File: src/rtl/wdt_pkg.sv
package wdt_pkg;

    // Why the watchdog output is in its present state.
    typedef enum logic [1:0] {
        WDO_CAUSE_NONE    = 2'd0,
        WDO_CAUSE_EXPIRED = 2'd1,
        WDO_CAUSE_LOWLINE = 2'd2
    } wdo_cause_e;

    // Per-cycle control decision for the idle counter.
    typedef enum logic [1:0] {
        CNT_OP_CLEAR = 2'd0,
        CNT_OP_STEP  = 2'd1,
        CNT_OP_HOLD  = 2'd2
    } cnt_op_e;

endpackage

File: src/rtl/hb_edge_sync.sv
module hb_edge_sync #(
    parameter int SYNC_STAGES = 2
) (
    input  logic clk,
    input  logic sys_rst,
    input  logic hb_raw,
    output logic hb_toggle
);

    // Stages 0..SYNC_STAGES-1 form the synchroniser.
    // Stage SYNC_STAGES keeps the previous synchronised sample.
    localparam int CHAIN_W = SYNC_STAGES + 1;

    typedef struct packed {
        logic [CHAIN_W-1:0] chain;
    } sync_state_t;

    sync_state_t st_d, st_q;

    always_comb begin
        st_d = st_q;
        st_d.chain[0] = hb_raw;
        for (int i = 1; i < CHAIN_W; i++) begin
            st_d.chain[i] = st_q.chain[i-1];
        end
    end

    always_ff @(posedge clk) begin
        st_q <= st_d;
    end

    assign hb_toggle = st_q.chain[SYNC_STAGES-1] ^ st_q.chain[SYNC_STAGES];

    generate
        if (SYNC_STAGES >= 2) begin : g_chk
            // A difference about to move into the compared pair must show up as a toggle.
            p_pulse_seen_r11: assert property (@(posedge clk) disable iff (sys_rst)
                (st_q.chain[SYNC_STAGES-2] != st_q.chain[SYNC_STAGES-1]) |=> hb_toggle);
        end
    endgenerate

endmodule

File: src/rtl/idle_counter.sv
module idle_counter
    import wdt_pkg::*;
#(
    parameter int TIMEOUT_TICKS = 1600
) (
    input  logic clk,
    input  logic sys_rst,
    input  logic run_en,
    input  logic restart,
    output logic expired
);

    localparam int CNT_W = $clog2(TIMEOUT_TICKS + 1);
    localparam logic [CNT_W-1:0] LIMIT = CNT_W'(TIMEOUT_TICKS);
    localparam logic [CNT_W-1:0] ONE   = CNT_W'(1);

    typedef struct packed {
        logic [CNT_W-1:0] cnt;
    } cnt_state_t;

    cnt_state_t st_d, st_q;
    cnt_op_e    op;

    always_comb begin
        if (sys_rst || !run_en || restart) begin
            op = CNT_OP_CLEAR;
        end else if (st_q.cnt != LIMIT) begin
            op = CNT_OP_STEP;
        end else begin
            op = CNT_OP_HOLD;
        end
    end

    always_comb begin
        st_d = st_q;
        unique case (op)
            CNT_OP_CLEAR: st_d.cnt = '0;
            CNT_OP_STEP:  st_d.cnt = st_q.cnt + ONE;
            default:      st_d.cnt = st_q.cnt;
        endcase
    end

    always_ff @(posedge clk) begin
        st_q <= st_d;
    end

    assign expired = (st_q.cnt == LIMIT);

    p_no_overflow_r10: assert property (@(posedge clk) disable iff (sys_rst)
        st_q.cnt <= LIMIT);
    p_saturate_r10: assert property (@(posedge clk) disable iff (sys_rst)
        (expired && run_en && !restart) |=> expired);
    p_fresh_after_reset_r4: assert property (@(posedge clk) disable iff (sys_rst)
        $fell(sys_rst) |-> (st_q.cnt == '0));
    p_toggle_clears_r2: assert property (@(posedge clk) disable iff (sys_rst)
        restart |=> (st_q.cnt == '0));
    p_disable_clears_r9: assert property (@(posedge clk) disable iff (sys_rst)
        !run_en |=> (st_q.cnt == '0));
    p_counts_up_r1: assert property (@(posedge clk) disable iff (sys_rst)
        (run_en && !restart && !expired) |=> (st_q.cnt == $past(st_q.cnt) + ONE));

endmodule

File: src/rtl/wdo_stage.sv
module wdo_stage
    import wdt_pkg::*;
(
    input  logic run_en,
    input  logic expired,
    input  logic low_supply,
    output logic wdo_n
);

    wdo_cause_e cause;

    // Low supply wins over a timeout; the path is combinational so release is immediate.
    always_comb begin
        if (low_supply) begin
            cause = WDO_CAUSE_LOWLINE;
        end else if (run_en && expired) begin
            cause = WDO_CAUSE_EXPIRED;
        end else begin
            cause = WDO_CAUSE_NONE;
        end
    end

    assign wdo_n = (cause == WDO_CAUSE_NONE);

endmodule

File: src/rtl/heartbeat_watchdog.sv
module heartbeat_watchdog #(
    parameter int TIMEOUT_TICKS = 1600,
    parameter int SYNC_STAGES   = 2
) (
    input  logic clk,
    input  logic sys_rst,
    input  logic hb_in,
    input  logic wd_en,
    input  logic low_supply,
    output logic wdo_n
);

    logic hb_toggle;
    logic expired;

    hb_edge_sync #(.SYNC_STAGES(SYNC_STAGES)) u_sync (
        .clk       (clk),
        .sys_rst   (sys_rst),
        .hb_raw    (hb_in),
        .hb_toggle (hb_toggle)
    );

    idle_counter #(.TIMEOUT_TICKS(TIMEOUT_TICKS)) u_cnt (
        .clk     (clk),
        .sys_rst (sys_rst),
        .run_en  (wd_en),
        .restart (hb_toggle),
        .expired (expired)
    );

    wdo_stage u_out (
        .run_en     (wd_en),
        .expired    (expired),
        .low_supply (low_supply),
        .wdo_n      (wdo_n)
    );

    p_lowline_forces_r6: assert property (@(posedge clk) disable iff (sys_rst)
        low_supply |-> !wdo_n);
    p_disabled_quiet_r8: assert property (@(posedge clk) disable iff (sys_rst)
        (!wd_en && !low_supply) |-> wdo_n);
    p_sticky_r5: assert property (@(posedge clk) disable iff (sys_rst)
        (!wdo_n && !low_supply && wd_en && !hb_toggle) |=> (!wdo_n || !wd_en));

endmodule

File: config.mk
export PLATFORM = sky130hd
export DESIGN_NAME = heartbeat_watchdog
export DESIGN_NICKNAME = d
export VERILOG_FILES = /design/src/rtl/wdt_pkg.sv /design/src/rtl/hb_edge_sync.sv /design/src/rtl/idle_counter.sv /design/src/rtl/wdo_stage.sv /design/src/rtl/heartbeat_watchdog.sv
export SDC_FILE = /design/constraint.sdc
export NUM_CORES = 1
export LEC_CHECK = 0
export BUFFER_PORTS_ARGS = -buffer_cell sky130_fd_sc_hd__buf_2
export CORE_AREA = 2 2 39 41
export DETAILED_ROUTE_END_ITERATION = 10
export DIE_AREA = 0 0 41 43
export GPL_ROUTABILITY_DRIVEN = 0
export PLACE_DENSITY_LB_ADDON = 0.15
export SYNTH_ARGS = -nofsm -noshare
export SYNTH_HDL_FRONTEND = slang
export SYNTH_SLANG_ARGS = --single-unit
File: constraint.sdc
create_clock -name clk -period 2.75 [get_ports clk]
set_input_delay 0.1375 -clock clk [delete_from_list [all_inputs] [get_ports clk]]
set_output_delay 0.1375 -clock clk [all_outputs]
set_load 0.03 [all_outputs]
# Word level (Yosys, flattened, before mapping)
# Index checks and enable logic that the tools add are counted.
# totals
ff_bits	14
inputBits	5
word_cells	19
# op_classes
muxes	5
n_bitwise	1
n_eq_ne	3
n_addsub	1
n_reduce_logical	7
# ops
op	count
11-bit case mux with 2 select lines	1
11-bit by 1-bit adder with 11-bit output (second input constant)	1
11-bit equality test (second input constant)	1
11-bit inequality test (second input constant)	1
2-bit 2-to-1 mux	3
2-bit zero test	2
2-bit by 1-bit equality test with 1-bit output (second input constant)	1
1-bit logical OR	2
2-bit nonzero test	1
1-bit logical AND	1
1-bit zero test	1
1-bit 2-to-1 mux	1
1-bit XOR	1

# Logic depth before layout (Yosys ltp)
# Gate-level depths: netlist of run 1.
# logic_depth
word_depth	6
mapped_depth	5
depth_no_buf	4

# Modules after synthesis
# From an unflattened synthesis of run 1, not the netlist that was laid out.
# hier_totals
cells_unflattened	65
hier_area_um2	730.7
# by_module_without_submodules
module	area_per_inst_um2	n_inst	cells_each
idle_counter	653.1	1	60
hb_edge_sync	68.8	1	4
wdo_stage	8.8	1	1

# Worst setup path before layout of run 1
# No wires, ideal clock.
# synth_timing
path_type	flip-flop to output port
startpoint	register u_cnt.st_q[0] in the netlist's numbering
endpoint	output wdo_n
required_ps	2612
stages_incl_launch_ff	6
path_buffers	1
path_slack_ps	1112
arrival_time_ps	1500
cell_sequence	edfxtp_1 inv_1 ha_1 and4_1 buf_2 a21oi_1
# synth_between
elab_chain_cells	5
# synth_lines
item	line	text
start, declared	idle_counter.sv:21	cnt_state_t st_d, st_q;
start signal, assigned	idle_counter.sv:44	st_q <= st_d;
11-bit equality test	idle_counter.sv:47	assign expired = (st_q.cnt == LIMIT);
1-bit logical AND	wdo_stage.sv:16	end else if (run_en && expired) begin
1-bit 2-to-1 mux	wdo_stage.sv:16	
2-bit 2-to-1 mux	wdo_stage.sv:14	if (low_supply) begin
2-bit zero test	wdo_stage.sv:23	assign wdo_n = (cause == WDO_CAUSE_NONE);
end, declared	heartbeat_watchdog.sv:10	output logic wdo_n
# Every way passes these cells.

# Final worst setup path of run 1
# layout_timing
startpoint	register u_cnt.st_q[2] in the netlist's numbering
endpoint	output wdo_n
# The elaborated chain is that of the path after synthesis.

==> impl_metrics.csv, run 1 <==
group,metric,value,unit
power_and_ir_drop,p_per_area,436,mW/mm^2
sta,hold-worst-slack,0.331,ns
sta,finalCritPeriodShare,69.2,%
clocking,cts_tree,"built",
drt,via_count,561,
sta,rsz0062_at_grt,"false",
floorplanning,die_x,41,microns
clocking,cts_buffers,3,
drt,wl_per_cell,15.3,microns
synthesis,avgSynthCellArea,11.8,sq um
synthesis,synth_edf_count,11,
clocking,cts_resized,0,
clocking,cts_buffer_depth,2,
synthesis,synth_cells,63,
drt,drt-pass1-iter-count,4,
critical_path,crit_start,"u_cnt.st_q[2]$_SDFFCE_PP0P_",
synthesis,synth_cell_types,28,
drt,wl_met3,65,microns
critical_path,cp-end-kind,"primary output",
synthesis,ys_top_cells_by_count,"edfxtp_1, nand3_1, a211oi_1, o21ai_0",
drt,maxUsedRoutingLayer,"met4",
global_routing,grt.overflow.total,0,
drt,drt_iter0_markers,16,
synthesis,ys_warn_count,0,
drt,wl,1.34,mm
synthesis,ys_dominant_reg_cell,"edfxtp_1",
critical_path,path_class,"reg2out",
power_and_ir_drop,p_leak,0.276,nW
sta,finalHoldViolCount,0,
synthesis,ys_ff_latch,14,
global_routing,grt_usage,19.5,%
global_routing,grt_max_degree,13,
critical_path,worstReg2RegStart,"u_cnt.st_q[2]$_SDFFCE_PP0P_",
layout,drive_above_1_share,22.2,%
layout,fin_util,59.3,%
drt,drtAntennaViolNets,0,
synthesis,async_reset_ff_share,0,%
synthesis,yosys.cell_count.top_type,"edfxtp_1",
synthesis,synthMuxAreaShare,0,%
sta,finClkSkew,0.00320,ns
critical_path,start_kind,"flip-flop",
synthesis,syn_nets,70,
synthesis,syn_area,741,sq um
floorplanning,row_count,14,
layout,diodes,0,
layout,fin_nets,80,
clocking,clk_pin_slew,0.08,ns
synthesis,synth_area_leaders,"edfxtp_1, dfxtp_1, nand3_1, a211oi_1, a211oi_2",
outcome,status,"complete, no violations",
floorplanning,coreArea,0.00138,sq mm
synthesis,synth_xor_area_share,4.73,%
synthesis,yosysTopAreaCell,"edfxtp_1",
global_routing,grt_pass1_wl,2.25,mm
synthesis,seq_area_frac_synth,52.7,%
synthesis,synth_top_family_by_area,"simple AND/OR/NAND/NOR gates",
placed_design,dp_hpwl,1.01,mm
floorplanning,die_h,43,microns
sta,worst_pin_slew,0.528,ns
synthesis,synth-simple-area-share,23.6,%
sta,slew_headroom,64.7,%
clocking,hold_buffers,1,
sta,setup_viol,0,
worst_hold_path,worstHoldStart,"u_sync.st_q[0]$_DFF_P_",
clocking,cts_num_sinks,14,
floorplanning,die_area,0.00176,sq mm
critical_path,cp_max_fo,12,
global_routing,antenna_found_initial,0,
layout,synthToLayoutAreaGrowth,10.8,%
power_and_ir_drop,vdd_drop_max,0.000296,V
sta,tns,0,ns
drt,via_per_inst,6.38,
drt,met1_length,618,microns
global_routing,grt_pass1_vias,483,
placed_design,io_buffers,5,
floorplanning,ios,6,
clocking,clock-root-buffer,"clkbuf_4",
clocking,htreeDepth,1,
worst_hold_path,hp-class,"reg2reg",
critical_path,crit_arrival,1.77,ns
run,cap_violations,0,
drt,drc,0,
clocking,clk-insertion-delay-late,0.27,ns
critical_path,crit_required,2.61,ns
synthesis,yosys.area_share.adder,3.38,%
drt,wl_met2,648,microns
sta,min_period,1.90,ns
floorplanning,initial_core_util,53.5,%
clocking,cts_setup_buffers,0,
synthesis,synth_top_area_share,44.6,%
sta,maxSlewViolCount,0,
sta,max_freq,525,MHz
synthesis,synth-compound-area-share,12.8,%
[worst paths after layout]
check	endpoint	slack, ns	cells after the start
worst max-delay path	wdo_n	0.85	5
worst min-delay path	u_sync.st_q[1]$_DFF_P_	0.33	0
worst max register to register	u_cnt.st_q[6]$_SDFFCE_PP0P_	0.87	4
worst min register to register	u_sync.st_q[1]$_DFF_P_	0.33	0
[worst max-delay path, stage by stage, from the launching register on]
cell and delay [ns]:
edfxtp_1 0.51, nor4b_1 0.32, and4_1 0.22, buf_4 0.19, a21oi_1 0.08, buf_2 0.17
[placed cells by master, fill, tap and decap left out, drive strengths merged]
master / count
edfxtp: 11
nand3: 6
buf: 6
a211oi: 6
o21ai: 4
or3: 4
clkbuf: 4
inv: 3
nor3: 3
dfxtp: 3
xnor2: 2
nor4b: 2
o31ai: 2
xor2: 2
ha: 2
nand4: 2
or4: 2
nand3b: 1
and4: 1
nand2b: 1
a21oi: 1
nand2: 1
nor2: 1
nor3b: 1
dlygate4sd3: 1
[logic make-up after synthesis]
group                      after synthesis
DFF                                     14
xor gates and xnor gates                 4
and+or+nand+nor                         25
adders and majority gates                2
AOI/OAI and AO/OA                       13
buffers and inverters                    5
[power breakdown]
part	switching [W]	internal (W)
Clock	0.0000570	0.0000561
Sequential	0.00000256	0.000228
Combinational	0.00000765	0.00000650
Total	0.0000672	0.000291
[area by class of cell]
type | count | area [sq um]
fill | 116 | 563
sequential | 14 | 390
multi-input combinational | 44 | 330
timing repair buffer | 7 | 42.5
clock buffer | 4 | 26.3
tap | 16 | 20.0
inverter | 3 | 11.3
[metal layers]
metal,vias up,track usage (%)
met1,274,31.3
met2,18,25.6
li1,267,-
met3,2,1.57
met4,0,10.0
met5,-,0
[registers in the layout, summed over array words and instances (netlist names)]
signal       flops
u_cnt.st_q      11
u_sync.st_q      3
[per-stage QoR]
stage / total power (W) / instances / worst slack (ns) / area (sq um)
after floorplan: 0.000243 / 63 / 1.11 / 741
after global placement: 0.000249 / 83 / 0.920 / 785
after detailed placement: 0.000249 / 83 / 0.854 / 785
after CTS: 0.000364 / 88 / 0.823 / 821
after global routing: 0.000377 / 88 / 0.631 / 821
final: 0.000358 / 88 / 0.847 / 821
Note: power is estimated with default switching activity, not from simulation.
==> inputs of run 2 (changes only) <==
CORE_AREA = not set   (was 2 2 39 41)
CORE_MARGIN = 2   (was not set)
CORE_UTILIZATION = 50   (was not set)
DIE_AREA = not set   (was 0 0 41 43)
clock period = 1.5 ns   (was 2.75 ns; I/O delays follow)
==> run 2 against run 1 <==
Compared with the run above: largest cell class is now multi-input combinational cells; clock power increased by 100%; total power increased by 95%; combinational power increased to 3.4 times the previous value; clock-buffer cell count unchanged; the run now ends with setup timing left.
==> impl_metrics.csv, run 2 (synthesis gave the netlist of run 1 again) <==
group,metric,value,unit
critical_path,cp_max_fo,2,
drt,wl_per_cell,19.3,microns
sta,worst_pin_slew,0.283,ns
sta,min_period,1.65,ns
drt,wl,2.16,mm
floorplanning,ios,6,
placed_design,place_area,927,sq um
clocking,cts_buffers,3,
placed_design,io_buffers,5,
global_routing,met1_usage,32.4,%
layout,regMostFlops,"u_cnt.st_q",
global_routing,antenna_found_initial,0,
drt,drt_iter0_markers,48,
layout,drive_above_1_share,53.6,%
sta,setup_ws,-0.151,ns
placed_design,placed_cells,98,
clocking,cts_num_sinks,14,
clocking,cts_tree,"built",
critical_path,path_class,"reg2out",
run,cap_violations,0,
floorplanning,die_x,42.5,microns
sta,setup_viol,11,
power_and_ir_drop,vdd_drop_max,0.000681,V
clocking,clk_pin_slew,0.09,ns
floorplanning,row_count,13,
layout,multi_input_area,425,sq um
drt,via_count,723,
layout,largest_register_ffs,11,
power_and_ir_drop,p_leak,0.441,nW
placed_design,dp_hpwl,1.11,mm
clocking,htreeDepth,1,
sta,slew_headroom,80.9,%
clocking,clk-insertion-delay-late,0.29,ns
layout,final_cell_area,0.00111,sq mm
drt,drt-pass1-iter-count,7,
clocking,clock-root-buffer,"clkbuf_4",
critical_path,crit_path_frequent_cell,"buf_6",
critical_path,crit_required,1.42,ns
critical_path,cp_top_family,"simple AND/OR/NAND/NOR gates",
layout,mostFrequentLayoutCell,"buf_4",
worst_hold_path,hp-class,"in2reg",
global_routing,gr-usage-met3,4.74,%
layout,layout_common_cells,"buf_4, edfxtp_1, nand3_1, buf_6, a211oi_2",
sta,finClkSkew,0.0125,ns
floorplanning,die_h,42.5,microns
sta,finalCritPeriodShare,110,%
sta,rsz0062_at_grt,"true",
layout,fillCellCount,76,
critical_path,path_buf_inv,2,
power_and_ir_drop,p_per_area,629,mW/mm^2
global_routing,grt_pass1_vias,722,
global_routing,grt_pass1_wl,3.42,mm
outcome,violations,"setup timing",
layout,final_cells,112,
drt,via_per_inst,6.46,
sta,tns,-0.860,ns
layout,fin_nets,105,
global_routing,use_met2,43.1,%
global_routing,grt.overflow.total,0,
critical_path,cp_slowest_cell,"edfxtp_1",
global_routing,busiest_layer,"met2",
critical_path,start_kind,"flip-flop",
drt,drtAntennaViolNets,0,
floorplanning,coreArea,0.00135,sq mm
floorplanning,initial_core_util,54.9,%
floorplanning,die_area,0.00181,sq mm
layout,ff_latch_area,390,sq um
critical_path,cp-end-kind,"primary output",
drt,drc,0,
sta,max_freq,606,MHz
critical_path,cp_cell_sequence,"nor4b_2 -> and4_4 -> buf_6 -> a21oi_2 -> buf_6",
layout,top_regs,"u_cnt.st_q: 11 flops, u_sync.st_q: 3 flops",
sta,maxSlewViolCount,0,
sta,finalHoldViolCount,0,
layout,diodes,0,
layout,synthToLayoutAreaGrowth,50.2,%
clocking,cts_buffer_depth,2,
outcome,status,"complete, but fails checks",
global_routing,grt_max_degree,12,
critical_path,crit_path_max_incr_delay,0.42,ns
critical_path,crit_arrival,1.58,ns
global_routing,grt_usage,26.6,%
-- run 2: worst min-delay path, cell delays in order --
cell,delay [ns]
buf_2,0.07
nand3b_1,0.16
nand2b_4,0.19
-- run 2: stage by stage --
step	total power, W	hold slack, ns	setup WS (ns)	utilization, %
floorplan	0.000448	0.103	-0.0256	-
global placement	0.000464	0.178	-0.0498	68.7
detailed placement	0.000465	0.182	-0.0868	68.7
CTS	0.000688	0.319	-0.146	80.7
global route	0.000721	0.315	-0.208	82.4
finish	0.000700	0.324	-0.151	82.4
-- run 2: final cells by class --
cell class                 count  area share [%]
multi-input combinational     46            38.2
sequential                    14            35.1
timing repair buffer          30            21.6
clock buffer                   4            2.36
tap                           15            1.69
inverter                       3            1.01
-- run 2: worst paths after layout --
check | start | to | slack [ns] | depth (start not counted)
max reg2reg | u_cnt.st_q[5]$_SDFFCE_PP0P_ | u_cnt.st_q[5]$_SDFFCE_PP0P_ | -0.10 | 5
min reg2reg | u_sync.st_q[0]$_DFF_P_ | u_sync.st_q[1]$_DFF_P_ | 0.34 | 0
max | u_cnt.st_q[5]$_SDFFCE_PP0P_ | wdo_n | -0.15 | 5
min | sys_rst | u_cnt.st_q[2]$_SDFFCE_PP0P_ | 0.32 | 3
-- run 2: timing repair --
| action | 4_1_cts | 5_1_grt |
|---|---|---|
| pin swaps | 8 | 4 |
| hold endpoints to repair | 1 | 0 |
| setup endpoints to repair | 22 | 22 |
| resized for setup | 12 | 6 |
| gates cloned | 2 | 0 |
| buffers inserted | 7 | 0 |
| hold buffers | 1 | 0 |
-- run 2: power breakdown --
part	switching, W	internal (W)	leakage [nW]	total (W)
registers	0.00000360	0.000419	0.161	0.000422
logic	0.0000226	0.0000251	0.266	0.0000477
clock network	0.000126	0.000104	0.0150	0.000230
total	0.000153	0.000548	0.441	0.000700
-- run 2: per-layer routing --
metal	vias to the layer above	routed length [microns]
li1	321	-
met1	345	862
met2	46	1040
met3	11	178
met4	0	77
met5	-	0
